`src/rtl/irq_flag_pkg.sv`:
```
// Package: shared constants and helpers for the interrupt flag controller.
// Assumes at most four sequencers, because each event kind owns a 4-bit group.
package irq_flag_pkg;
    localparam int REG_W       = 16;
    localparam int KIND_STRIDE = 4;
    localparam int NUM_KINDS   = 4;
    localparam int MAX_SEQ     = KIND_STRIDE;

    typedef enum int {
        K_RX_RDY = 0,
        K_RX_OVR = 1,
        K_TX_RDY = 2,
        K_TX_UND = 3
    } flag_kind_e;

    localparam logic [7:0] OFS_STATUS = 8'h14;
    localparam logic [7:0] OFS_EN_SET = 8'h10;
    localparam logic [7:0] OFS_EN_CLR = 8'h0C;

    // Bit position of a given event kind for a given sequencer.
    function automatic int flag_pos(input int kind, input int seq);
        return kind * KIND_STRIDE + seq;
    endfunction

    // Mask of the defined flag bits for nseq sequencers.
    function automatic logic [REG_W-1:0] valid_mask(input int nseq);
        logic [REG_W-1:0] m;
        m = '0;
        for (int k = 0; k < NUM_KINDS; k++)
            for (int s = 0; s < nseq; s++)
                m[flag_pos(k, s)] = 1'b1;
        return m;
    endfunction

    // Mask of the error flags (overrun and underrun) only.
    function automatic logic [REG_W-1:0] error_mask(input int nseq);
        logic [REG_W-1:0] m;
        m = '0;
        for (int s = 0; s < nseq; s++) begin
            m[flag_pos(K_RX_OVR, s)] = 1'b1;
            m[flag_pos(K_TX_UND, s)] = 1'b1;
        end
        return m;
    endfunction
endpackage

```
`src/rtl/irq_bus_decode.sv`:
```
// Module: register bus decoder.
// Turns a bus access into one-cycle write enables for the three register
// views, and muxes the read data. Assumes a single-cycle access with no wait states.
module irq_bus_decode
    import irq_flag_pkg::*;
#(
    parameter int ADDR_W = 8
) (
    input  logic              bus_sel,
    input  logic              bus_wr,
    input  logic [ADDR_W-1:0] bus_addr,
    input  logic [REG_W-1:0]  stat_q,
    input  logic [REG_W-1:0]  en_q,
    output logic              stat_w1c,
    output logic              en_set_wr,
    output logic              en_clr_wr,
    output logic [REG_W-1:0]  rdata
);
    localparam logic [ADDR_W-1:0] A_STAT = ADDR_W'(OFS_STATUS);
    localparam logic [ADDR_W-1:0] A_ESET = ADDR_W'(OFS_EN_SET);
    localparam logic [ADDR_W-1:0] A_ECLR = ADDR_W'(OFS_EN_CLR);

    logic wr_cyc;
    logic rd_cyc;

    assign wr_cyc = bus_sel && bus_wr;
    assign rd_cyc = bus_sel && !bus_wr;

    // Decode the write strobes for each register view.
    always_comb begin
        stat_w1c  = wr_cyc && (bus_addr == A_STAT);
        en_set_wr = wr_cyc && (bus_addr == A_ESET);
        en_clr_wr = wr_cyc && (bus_addr == A_ECLR);
    end

    // Read mux; unmapped offsets and idle cycles return zero.
    always_comb begin
        rdata = '0;
        if (rd_cyc) begin
            if (bus_addr == A_STAT)
                rdata = stat_q;
            else if (bus_addr == A_ESET || bus_addr == A_ECLR)
                rdata = en_q;
        end
    end
endmodule

```
`src/rtl/irq_flag_bank.sv`:
```
// Module: sticky status flags.
// Each defined bit is set by its event pulse. It is cleared by a write of one
// or, for the ready kinds, by the matching data strobe. A set wins over a
// clear in the same cycle. Undefined bits stay zero.
module irq_flag_bank
    import irq_flag_pkg::*;
#(
    parameter int NUM_SEQ = 2
) (
    input  logic               clk,
    input  logic               rst_n,
    input  logic [NUM_SEQ-1:0] evt_rx_rdy,
    input  logic [NUM_SEQ-1:0] evt_rx_ovr,
    input  logic [NUM_SEQ-1:0] evt_tx_rdy,
    input  logic [NUM_SEQ-1:0] evt_tx_und,
    input  logic [NUM_SEQ-1:0] dat_rd_stb,
    input  logic [NUM_SEQ-1:0] dat_wr_stb,
    input  logic               w1c_en,
    input  logic [REG_W-1:0]   w1c_data,
    output logic [REG_W-1:0]   stat_q
);
    localparam logic [REG_W-1:0] VALID = valid_mask(NUM_SEQ);

    logic [REG_W-1:0] set_v;
    logic [REG_W-1:0] side_v;
    logic [REG_W-1:0] clr_v;

    // Map the per-sequencer event and strobe inputs onto the register layout.
    always_comb begin
        set_v  = '0;
        side_v = '0;
        for (int s = 0; s < NUM_SEQ; s++) begin
            set_v[flag_pos(K_RX_RDY, s)]  = evt_rx_rdy[s];
            set_v[flag_pos(K_RX_OVR, s)]  = evt_rx_ovr[s];
            set_v[flag_pos(K_TX_RDY, s)]  = evt_tx_rdy[s];
            set_v[flag_pos(K_TX_UND, s)]  = evt_tx_und[s];
            side_v[flag_pos(K_RX_RDY, s)] = dat_rd_stb[s];
            side_v[flag_pos(K_TX_RDY, s)] = dat_wr_stb[s];
        end
        clr_v = side_v | (w1c_en ? w1c_data : '0);
    end

    // Flag register: a set beats a clear; undefined bits are masked off.
    always_ff @(posedge clk) begin
        if (!rst_n)
            stat_q <= '0;
        else
            stat_q <= VALID & (set_v | (stat_q & ~clr_v));
    end
endmodule

```
`src/rtl/irq_enable_reg.sv`:
```
// Module: interrupt enable mask with separate set and clear write views.
// Assumes that a single bus write reaches at most one of the two views.
module irq_enable_reg
    import irq_flag_pkg::*;
#(
    parameter int NUM_SEQ = 2
) (
    input  logic             clk,
    input  logic             rst_n,
    input  logic             set_wr,
    input  logic             clr_wr,
    input  logic [REG_W-1:0] wdata,
    output logic [REG_W-1:0] en_q
);
    localparam logic [REG_W-1:0] VALID = valid_mask(NUM_SEQ);

    logic [REG_W-1:0] set_m;
    logic [REG_W-1:0] clr_m;

    // Qualify the write data with the view being written.
    always_comb begin
        set_m = set_wr ? wdata : '0;
        clr_m = clr_wr ? wdata : '0;
    end

    // Mask register: OR in the set bits, remove the clear bits.
    always_ff @(posedge clk) begin
        if (!rst_n)
            en_q <= '0;
        else
            en_q <= VALID & ((en_q | set_m) & ~clr_m);
    end
endmodule

```
`src/rtl/irq_req_merge.sv`:
```
// Module: combines the enabled flags into one registered interrupt request.
// Assumes that both inputs come straight from registers.
module irq_req_merge
    import irq_flag_pkg::*;
(
    input  logic             clk,
    input  logic             rst_n,
    input  logic [REG_W-1:0] stat_q,
    input  logic [REG_W-1:0] en_q,
    output logic             irq
);
    // Register the OR of the enabled flags.
    always_ff @(posedge clk) begin
        if (!rst_n)
            irq <= 1'b0;
        else
            irq <= |(stat_q & en_q);
    end
endmodule

```
`src/rtl/irq_flag_ctl.sv`:
```
// Module: top of the interrupt flag controller for NUM_SEQ serial sequencers.
// Assumes that event and data-access inputs are one-cycle pulses synchronous
// to clk, and that the bus makes single-cycle accesses.
module irq_flag_ctl
    import irq_flag_pkg::*;
#(
    parameter int NUM_SEQ = 2,
    parameter int ADDR_W  = 8
) (
    input  logic               clk,
    input  logic               rst_n,
    input  logic               bus_sel,
    input  logic               bus_wr,
    input  logic [ADDR_W-1:0]  bus_addr,
    input  logic [REG_W-1:0]   bus_wdata,
    output logic [REG_W-1:0]   bus_rdata,
    input  logic [NUM_SEQ-1:0] evt_rx_rdy,
    input  logic [NUM_SEQ-1:0] evt_rx_ovr,
    input  logic [NUM_SEQ-1:0] evt_tx_rdy,
    input  logic [NUM_SEQ-1:0] evt_tx_und,
    input  logic [NUM_SEQ-1:0] dat_rd_stb,
    input  logic [NUM_SEQ-1:0] dat_wr_stb,
    output logic               irq
);
    logic [REG_W-1:0] stat_q;
    logic [REG_W-1:0] en_q;
    logic             stat_w1c;
    logic             en_set_wr;
    logic             en_clr_wr;

    irq_bus_decode #(.ADDR_W(ADDR_W)) dec_i (
        .bus_sel   (bus_sel),
        .bus_wr    (bus_wr),
        .bus_addr  (bus_addr),
        .stat_q    (stat_q),
        .en_q      (en_q),
        .stat_w1c  (stat_w1c),
        .en_set_wr (en_set_wr),
        .en_clr_wr (en_clr_wr),
        .rdata     (bus_rdata)
    );

    irq_flag_bank #(.NUM_SEQ(NUM_SEQ)) flags_i (
        .clk        (clk),
        .rst_n      (rst_n),
        .evt_rx_rdy (evt_rx_rdy),
        .evt_rx_ovr (evt_rx_ovr),
        .evt_tx_rdy (evt_tx_rdy),
        .evt_tx_und (evt_tx_und),
        .dat_rd_stb (dat_rd_stb),
        .dat_wr_stb (dat_wr_stb),
        .w1c_en     (stat_w1c),
        .w1c_data   (bus_wdata),
        .stat_q     (stat_q)
    );

    irq_enable_reg #(.NUM_SEQ(NUM_SEQ)) en_i (
        .clk    (clk),
        .rst_n  (rst_n),
        .set_wr (en_set_wr),
        .clr_wr (en_clr_wr),
        .wdata  (bus_wdata),
        .en_q   (en_q)
    );

    irq_req_merge merge_i (
        .clk    (clk),
        .rst_n  (rst_n),
        .stat_q (stat_q),
        .en_q   (en_q),
        .irq    (irq)
    );
endmodule

```
`config.mk`:
```
export PLATFORM = sky130hd
export DESIGN_NAME = irq_flag_ctl
export DESIGN_NICKNAME = d
export VERILOG_FILES = /design/src/rtl/irq_flag_pkg.sv /design/src/rtl/irq_bus_decode.sv /design/src/rtl/irq_flag_bank.sv /design/src/rtl/irq_enable_reg.sv /design/src/rtl/irq_req_merge.sv /design/src/rtl/irq_flag_ctl.sv
export SDC_FILE = /design/constraint.sdc
export NUM_CORES = 1
export LEC_CHECK = 0
export ABC_AREA = 0
export ABC_CLOCK_PERIOD_IN_PS = 2700
export BUFFER_PORTS_ARGS = -buffer_cell sky130_fd_sc_hd__buf_4
export CELL_PAD_IN_SITES_DETAIL_PLACEMENT = 0
export CELL_PAD_IN_SITES_GLOBAL_PLACEMENT = 1
export CORE_MARGIN = 1
export CORE_UTILIZATION = 31
export CTS_CLUSTER_SIZE = 24
export DETAILED_ROUTE_END_ITERATION = 8
export MAX_ROUTING_LAYER = met4
export PLACE_DENSITY = 0.81
export SYNTH_ARGS = -nofsm -noshare
export SYNTH_HDL_FRONTEND = slang
export SYNTH_SLANG_ARGS = --single-unit
```
`constraint.sdc`:
```
create_clock -name clk -period 2.7 [get_ports clk]
set_clock_uncertainty 0.15 [all_clocks]
set_input_delay 0.135 -clock clk [delete_from_list [all_inputs] [get_ports clk]]
set_output_delay 0.135 -clock clk [all_outputs]
set_load 0.02 [all_outputs]
```
# After elaboration in Yosys (flattened, before gate mapping)
# Cells that the tools add are included.
# word_totals
register_bits,17
in_bits,40
wordCells,28
# classes
n_eq_ne,3
muxes,6
bitwise_logic,8
n_reduce_logical,8
# ops
op,n
14-bit two-way mux,4
14-bit bitwise AND,3
16-bit two-way mux,2
14-bit NOT,2
14-bit bitwise OR,2
"8-bit by 5-bit == test with 1-bit output, second input constant",2
16-bit OR reduction,1
10-bit by 14-bit bitwise OR with 14-bit output,1
"8-bit by 4-bit == test with 1-bit output, second input constant",1
1-bit logical AND,5
1-bit zero test,1
1-bit logical OR,1

# Longest topological paths before layout
# Gate-level depths: netlist of run 1.
# logic_depth
word_depth,7
depth_mapped,4
mapped_depth_nobuf,3

# Modules after synthesis
# Synthesis of run 1 repeated with hierarchy kept, for this count alone.
# hier_totals
cells_unflattened,156
hier_area_um2,1442.6
# modules_own_cells
module,instances,cells_each,area_per_inst_um2
irq_bus_decode,1,66,516.7
irq_enable_reg,1,36,420.4
irq_flag_bank,1,42,390.4
irq_req_merge,1,12,115.1

# Least setup slack after synthesis of run 1
# OpenSTA, ideal clock, no wires.
# synth_timing
kind,input to output
start,in bus_addr[7]
end,out bus_rdata[0]
arrival_ns,1.134
required_ns,2.415
path_slack_ns,1.281
cell_stages,4
n_path_buf,1
path_cell_list,nor4b_4 and3_2 buf_2 a22o_1
# synth_via
elab_chain_len,5
word_cells_on_any_way,7
classes_between,eq/ne (3); mux (3); reduce/logical (1)
# synth_lines
item,line,text
start: declaration,irq_flag_ctl.sv:14,"input logic [ADDR_W-1:0] bus_addr,"
8-bit by 5-bit == test with 1-bit output / 8-bit by 4-bit == test with 1-bit output (equally long branches),irq_bus_decode.sv:42,else if (bus_addr == A_ESET || bus_addr == A_ECLR)
1-bit logical OR,irq_bus_decode.sv:42,
14-bit two-way mux,irq_bus_decode.sv:42,
16-bit two-way mux (*),irq_bus_decode.sv:40,if (bus_addr == A_STAT)
16-bit two-way mux (*),irq_bus_decode.sv:39,if (rd_cyc) begin
end: declaration,irq_flag_ctl.sv:16,"output logic [REG_W-1:0] bus_rdata,"
# Mark *: on every way between the ends. The rest lies on a longest branch, timed or not.

# Worst setup path in the final report of run 1
# layout_timing
start,in bus_addr[7]
end,out bus_rdata[13]
# The elaborated chain is that of the path after synthesis.

==> qor.csv, run 1 <==
stage;metric;value;unit
worst_hold_path;worstHoldEndpoint;flags_i.stat_q[1];
setup_path;crit_arrival;1600;ps
yosys;synth_adder_area_share;0;%
worst_hold_path;number_of_stages_on_the_worst_hold_path;2;
cts;clock_pin_slew_of_the_registers_on_the_worst_case_setup_and_hold_paths;100;ps
setup_path;worst_r2r_startpoint;flags_i.stat_q[9];
cells_and_area;fillerInstances;249;
place;place.detailed.instances;164;
yosys;yosys_warnings;0;
floorplan;die_width;57.5;um
global_route;first_global_vias;1009;
setup_path;path_delay_family;compound AO/OA/AOI/OAI gates;
worst_hold_path;timing.hold.worst.start;rst_n;
setup_path;reg2reg_slack;1720;ps
detailed_routing;wl_per_cell;15.7;um
timing;setup_violations;0;
run;timing.max_cap.violations;0;
timing;final.min_clock_period;1880;ps
setup_path;slowest_stage;nor4b_4;
floorplan;die_height;57.5;um
cells_and_area;finish.instance_area;1440;um^2
worst_hold_path;hold_path.class;input pin to register;
power;power.density_cell_area;351;nW/um^2
global_route;global_route.usage.met3;4.76;%
yosys;netlist.area_leader.share;35.7;%
detailed_routing;post-route-drc-count;5;
floorplan;rows;19;
place;dp_hpwl;2040;um
global_route;met2_usage;31.2;%
yosys;synth_ff_type;dfxtp_1;
global_route;globalRouteMet1Util;25.4;%
cts;tritoncts_clock_tree;built;
yosys;netlist_area;953;um^2
global_route;grt_most_used_layer;met2;
setup_path;crit_path_end_kind;output port;
yosys;synth.most_common_cell;dfxtp_1;
yosys;ys_top_cells_by_area;dfxtp_1, a41oi_1, a22o_1;
global_route;gr-total-overflow;0;
setup_path;timing.critical_path.required;2410;ps
yosys;synth_top_family_by_area;compound AO/OA/AOI/OAI gates;
cts;cts-root-to-sink-buffers;2;
timing;hold_violations;0;
timing;hold_ws;23.8;ps
floorplan;floorplan.core_area;2830;um^2
detailed_routing;route.final.wire_length;2900;um
yosys;yosys-mux-area-fraction;0;%
cells_and_area;utilization;50.9;%
yosys;synth.ff_latch_count;17;
setup_path;worstSetupPathType;input pin to output port;
setup_path;cp_cell_sequence;buf_4, nor4b_4, o211a_1, a22o_1, buf_4;
floorplan;die-area;3300;um^2
place;post_dp_cell_area;1250;um^2
global_route;pin_count_of_the_biggest_net_entering_global_routing;14;
yosys;yosys.cell_types.count;23;
yosys;synth.cells.most_frequent;dfxtp_1, a41oi_1, a211oi_1, a22o_1, buf_4;
cts;cts.sink_count;17;
cts;root_buf_cell;clkbuf_4;
detailed_routing;drt_pre_antenna_iters;7;
yosys;number_of_synthesized_flops_with_an_enable_pin;0;
setup_path;worst_path_most_repeated_cell;buf_4;
detailed_routing;vias;1029;
cts;clock_tree.htree_level_count;1;
status;result_of_the_run;finished, violations left;
cells_and_area;areaGrowthSynthToFinish;50.9;%
cts;worst_skew_pair.late_latency;290;ps
setup_path;timing.reg2reg.worst_path_depth;2;
detailed_routing;vias_per_cell;5.59;
yosys;synthesized_area_fraction_occupied_by_xor_and_xnor_cells;0;%
timing;min_period_over_period;69.7;%
yosys;synth_compound_gate_area_share;37.1;%
timing;timing_max_transition_violations_final;0;
cts;cts-buffers-inserted;3;
timing;rsz0062_at_grt;false;
place;count_of_input_and_output_buffers;40;
timing;timing.slew.headroom;62.3;%
yosys;synthSimpleGateAreaFrac;16.9;%
yosys;synth_cells;96;
cells_and_area;final_cell_count_no_fill;184;
place;placement.setup.worst_slack;827;ps
floorplan;initial_utilization;33.7;%
setup_path;ff_to_ff_end;merge_i.irq;
timing;tightestPinTransition;563;ps
global_route;grt_pass1_wl;4920;um
yosys;register_area_share_after_synthesis;35.7;%
setup_path;cp.buffers_inverters;2;
yosys;synth_area_leader_cell;dfxtp_1;
power;report.power.total;0.505;mW
cts;setup_fix_buffers_added_after_clock_tree_synthesis;0;
place;gp_routability_congestion;0.796;
yosys;avgSynthCellArea;9.93;um^2
power;power.leakage;0.623;nW
setup_path;delay_of_the_slowest_cell_on_the_worst_path;550;ps
status;violations;design-rule violations;
cells_and_area;fraction_of_final_layout_cells_sized_beyond_drive_strength_1;34.6;%
power;power.ir.vdd_worst;211;uV
timing;post-route-worst-setup-slack;819;ps
detailed_routing;drt_iter0_markers;29;
detailed_routing;drt.antenna.violating_nets;0;
global_route;antenna_violations_before_repair;0;
timing;final.setup.tns;0;ps
cells_and_area;n_antenna_cell;0;
setup_path;highest_net_fanout_along_the_worst_path;10;
cells_and_area;nNetsFinal;194;
yosys;async_reset_ff_share;0;%
global_route;grt_usage;19.8;%
floorplan;pin_count;57;
setup_path;timing.critical_path.from_type;input pin;
timing;fmax;0.532;GHz
report_power, final:
part / internal [mW] / leakage, nW / switching [mW] / total [mW]
sequential: 0.260 / 0.140 / 0.00727 / 0.267
combinational: 0.0584 / 0.466 / 0.0454 / 0.104
clock: 0.0550 / 0.0177 / 0.0796 / 0.135
how the worst max path moves through the flow:
| stage | startpoint | endpoint | slack, ps | cells after the start |
|---|---|---|---|---|
| floorplan | bus_addr[7] | bus_rdata[0] | 1280 | 4 |
| global placement | bus_addr[7] | bus_rdata[8] | 860 | 5 |
| detailed placement | bus_addr[7] | bus_rdata[8] | 830 | 5 |
| CTS | bus_addr[7] | bus_rdata[8] | 840 | 5 |
| global route | bus_addr[7] | bus_rdata[13] | 710 | 5 |
| finish | bus_addr[7] | bus_rdata[13] | 820 | 5 |
worst register-to-register path: stages, from the launching register on:
cell and delay, ps:
dfxtp_1 340, a22oi_1 230, a41oi_1 140
placed cells by master, fill, tap and decap left out:
cell	count
a21o_1	4
a22oi_1	4
and3b_1	2
o21ai_0	4
a41oi_1	13
nor3_1	1
nand3b_1	5
clkbuf_4	3
nor4b_4	1
dfxtp_1	17
dlygate4sd3_1	16
nor3b_2	2
and2_2	1
o211a_1	1
nor3b_1	4
a21oi_1	4
a22o_1	8
and3_2	2
buf_4	43
conb_1	8
clkinv_2	1
a211oi_1	8
clkinv_1	1
timing repair:
action                    4_1_cts  5_1_grt
resized for setup               0        0
hold buffers                   16        0
hold endpoints to repair       16        0
final cells by class:
class                           count  area (um^2)  share of cell area, %
Clock buffer                        3         22.5                   1.57
Clock inverter                      1         5.00                  0.348
Inverter                            1         3.75                  0.261
Multi-Input combinational cell     72          546                   37.9
Sequential cell                    17          340                   23.7
Tap cell                           31         38.8                   2.70
Timing Repair Buffer               59          483                   33.6
flip-flops by register name (all words and copies together), names as in the netlist:
register and flops:
en_i.en_q 8, flags_i.stat_q 8, merge_i.irq 1
cells by family after synthesis:
family,after synthesis
AO/OA/AOI/OAI,46
other,1
AND/OR/NAND/NOR,18
flip-flops,17
buffers and inverters,14
per-layer routing:
layer | part of all wire (%) | routed length [um]
met4 | 1.3 | 38
met3 | 8.0 | 231
met1 | 44 | 1280
met5 | 0 | 0
met2 | 47 | 1350
Note: power is estimated with default switching activity, not from simulation.
==> run 2: changes to the inputs <==
- ABC_CLOCK_PERIOD_IN_PS: 2700 -> 1870
- CORE_UTILIZATION: 31 -> 30
- PLACE_DENSITY: 0.81 -> 0.79
- clock period: 2.7 -> 1.87 ns (I/O delays scaled with it)
==> run 2 against run 1 <==
Against the previous run: the run now ends clean; critical path depth grew 1; critical path type is now input pin to register; hold slack better by 93 ps; critical endpoint is now flags_i.stat_q[13]; largest power group unchanged; via count rose by 4.5%.
==> qor.csv, run 2 (synthesized netlist as in run 1, its figures left out) <==
stage;metric;value;unit
place;count_of_input_and_output_buffers;40;
global_route;antenna_violations_before_repair;0;
detailed_routing;drt_iter0_markers;23;
cells_and_area;mostFrequentLayoutCell;buf_4;
cells_and_area;reg.largest.list;en_i.en_q (8), flags_i.stat_q (8), merge_i.irq (1);
timing;setup_violations;0;
global_route;grt_usage;18.7;%
setup_path;path_delay_family;buffers and inverters;
setup_path;highest_net_fanout_along_the_worst_path;14;
global_route;pin_count_of_the_biggest_net_entering_global_routing;15;
setup_path;reg2reg_slack;390;ps
place;post_dp_cell_area;1270;um^2
power;power.density_cell_area;486;nW/um^2
setup_path;crit_path_end_kind;register;
timing;final.min_clock_period;1630;ps
setup_path;worst_path_most_repeated_cell;buf_4;
cells_and_area;fraction_of_final_layout_cells_sized_beyond_drive_strength_1;32.7;%
setup_path;timing.critical_path.from_type;input pin;
timing;fmax;0.613;GHz
cts;clock_pin_slew_of_the_registers_on_the_worst_case_setup_and_hold_paths;100;ps
detailed_routing;post-route-drc-count;0;
place;dp_hpwl;1990;um
floorplan;die_height;58.4;um
cts;setup_fix_buffers_added_after_clock_tree_synthesis;0;
cells_and_area;n_antenna_cell;0;
detailed_routing;vias_per_cell;5.22;
floorplan;rows;20;
global_route;gr-total-overflow;0;
place;placement.setup.worst_slack;384;ps
setup_path;crit_arrival;1660;ps
setup_path;cp.buffers_inverters;3;
cts;clock_tree.htree_level_count;1;
worst_hold_path;hold_path.class;input pin to register;
floorplan;die_width;58.4;um
cts;cts.sink_count;17;
cts;cts-root-to-sink-buffers;2;
detailed_routing;route.final.wire_length;2920;um
timing;min_period_over_period;87.2;%
setup_path;timing.critical_path.required;1900;ps
cts;cts-buffers-inserted;3;
floorplan;floorplan.core_area;3030;um^2
status;result_of_the_run;finished, final reports clean;
detailed_routing;wl_per_cell;14.2;um
timing;timing_max_transition_violations_final;0;
place;gp_routability_congestion;0.803;
setup_path;delay_of_the_slowest_cell_on_the_worst_path;570;ps
floorplan;initial_utilization;31.5;%
detailed_routing;drt_pre_antenna_iters;4;
power;report.power.total;0.750;mW
floorplan;die-area;3410;um^2
global_route;first_global_vias;1004;
cts;tritoncts_clock_tree;built;
run;timing.max_cap.violations;0;
cells_and_area;finish.instance_area;1540;um^2
timing;hold_violations;0;
cells_and_area;areaGrowthSynthToFinish;61.7;%
detailed_routing;vias;1075;
cts;root_buf_cell;clkbuf_4;
setup_path;slowest_stage;dlygate4sd3_1;
setup_path;cp_cell_sequence;buf_4, nor4b_4, buf_4, and2_2, a21oi_1, dlygate4sd3_1;
timing;final.setup.tns;0;ps
detailed_routing;drt.antenna.violating_nets;0;
power;power.ir.vdd_worst;439;uV
global_route;grt_pass1_wl;4700;um
floorplan;pin_count;57;
timing;rsz0062_at_grt;false;
setup_path;worstSetupPathType;input pin to register;
cts;worst_skew_pair.late_latency;290;ps
timing;post-route-worst-setup-slack;240;ps
cells_and_area;nNetsFinal;203;
power;power.leakage;0.668;nW
cts;cts.repair.resized;0;
cells_and_area;most-common-layout-cells;buf_4, dlygate4sd3_1, dfxtp_1;
cells_and_area;fillerInstances;299;
cts;postCtsHoldBufs;24;
## run 2: cell count changes in the layout (fill, tap and decap cells not counted)
cell and change:
buf_4 +1, clkbuf_1 +1, clkinv_2 -1, dlygate4sd3_1 +8
## run 2: final timing paths
path	cells after the start	endpoint	start
worst max-delay path	6	flags_i.stat_q[13]	bus_addr[7]
worst min-delay path	3	en_i.en_q[4]	rst_n
worst max register to register	4	flags_i.stat_q[8]	flags_i.stat_q[8]
worst min register to register	2	en_i.en_q[4]	en_i.en_q[4]
## run 2: metrics by stage
step                      util [%]  hold WS, ps  cells
after floorplan                  -         42.1    103
after global placement        42.1          137    178
after detailed placement      42.1          141    178
after CTS                     50.9         99.6    206
after global routing          50.9          123    206
final                         50.9          117    206
## run 2: layer usage
| metal | vias to the layer above | wire (um) | global-route usage [%] |
|---|---|---|---|
| met2 | 54 | 1360 | 30.4 |
| met3 | 4 | 268 | 4.84 |
| met1 | 506 | 1250 | 23.8 |
| met5 | - | 0 | - |
| met4 | 0 | 40 | 3.40 |
| li1 | 511 | - | - |
## run 2: final cells by class
class | count | area [um^2] | area share, %
tap | 44 | 55.1 | 3.57
sequential | 17 | 340 | 22.1
multi-input combinational | 72 | 546 | 35.4
inverter | 1 | 3.75 | 0.244
clock buffer | 4 | 26.3 | 1.70
timing repair buffer | 68 | 571 | 37.0
## run 2: power by group
part | internal (mW) | switching [mW]
combinational | 0.100 | 0.0699
sequential | 0.375 | 0.0104
clock | 0.0829 | 0.112
## run 2: worst min-delay path, cell delays in order
cell      delay [ps]
buf_4            170
clkinv_1         180
a211oi_1          60
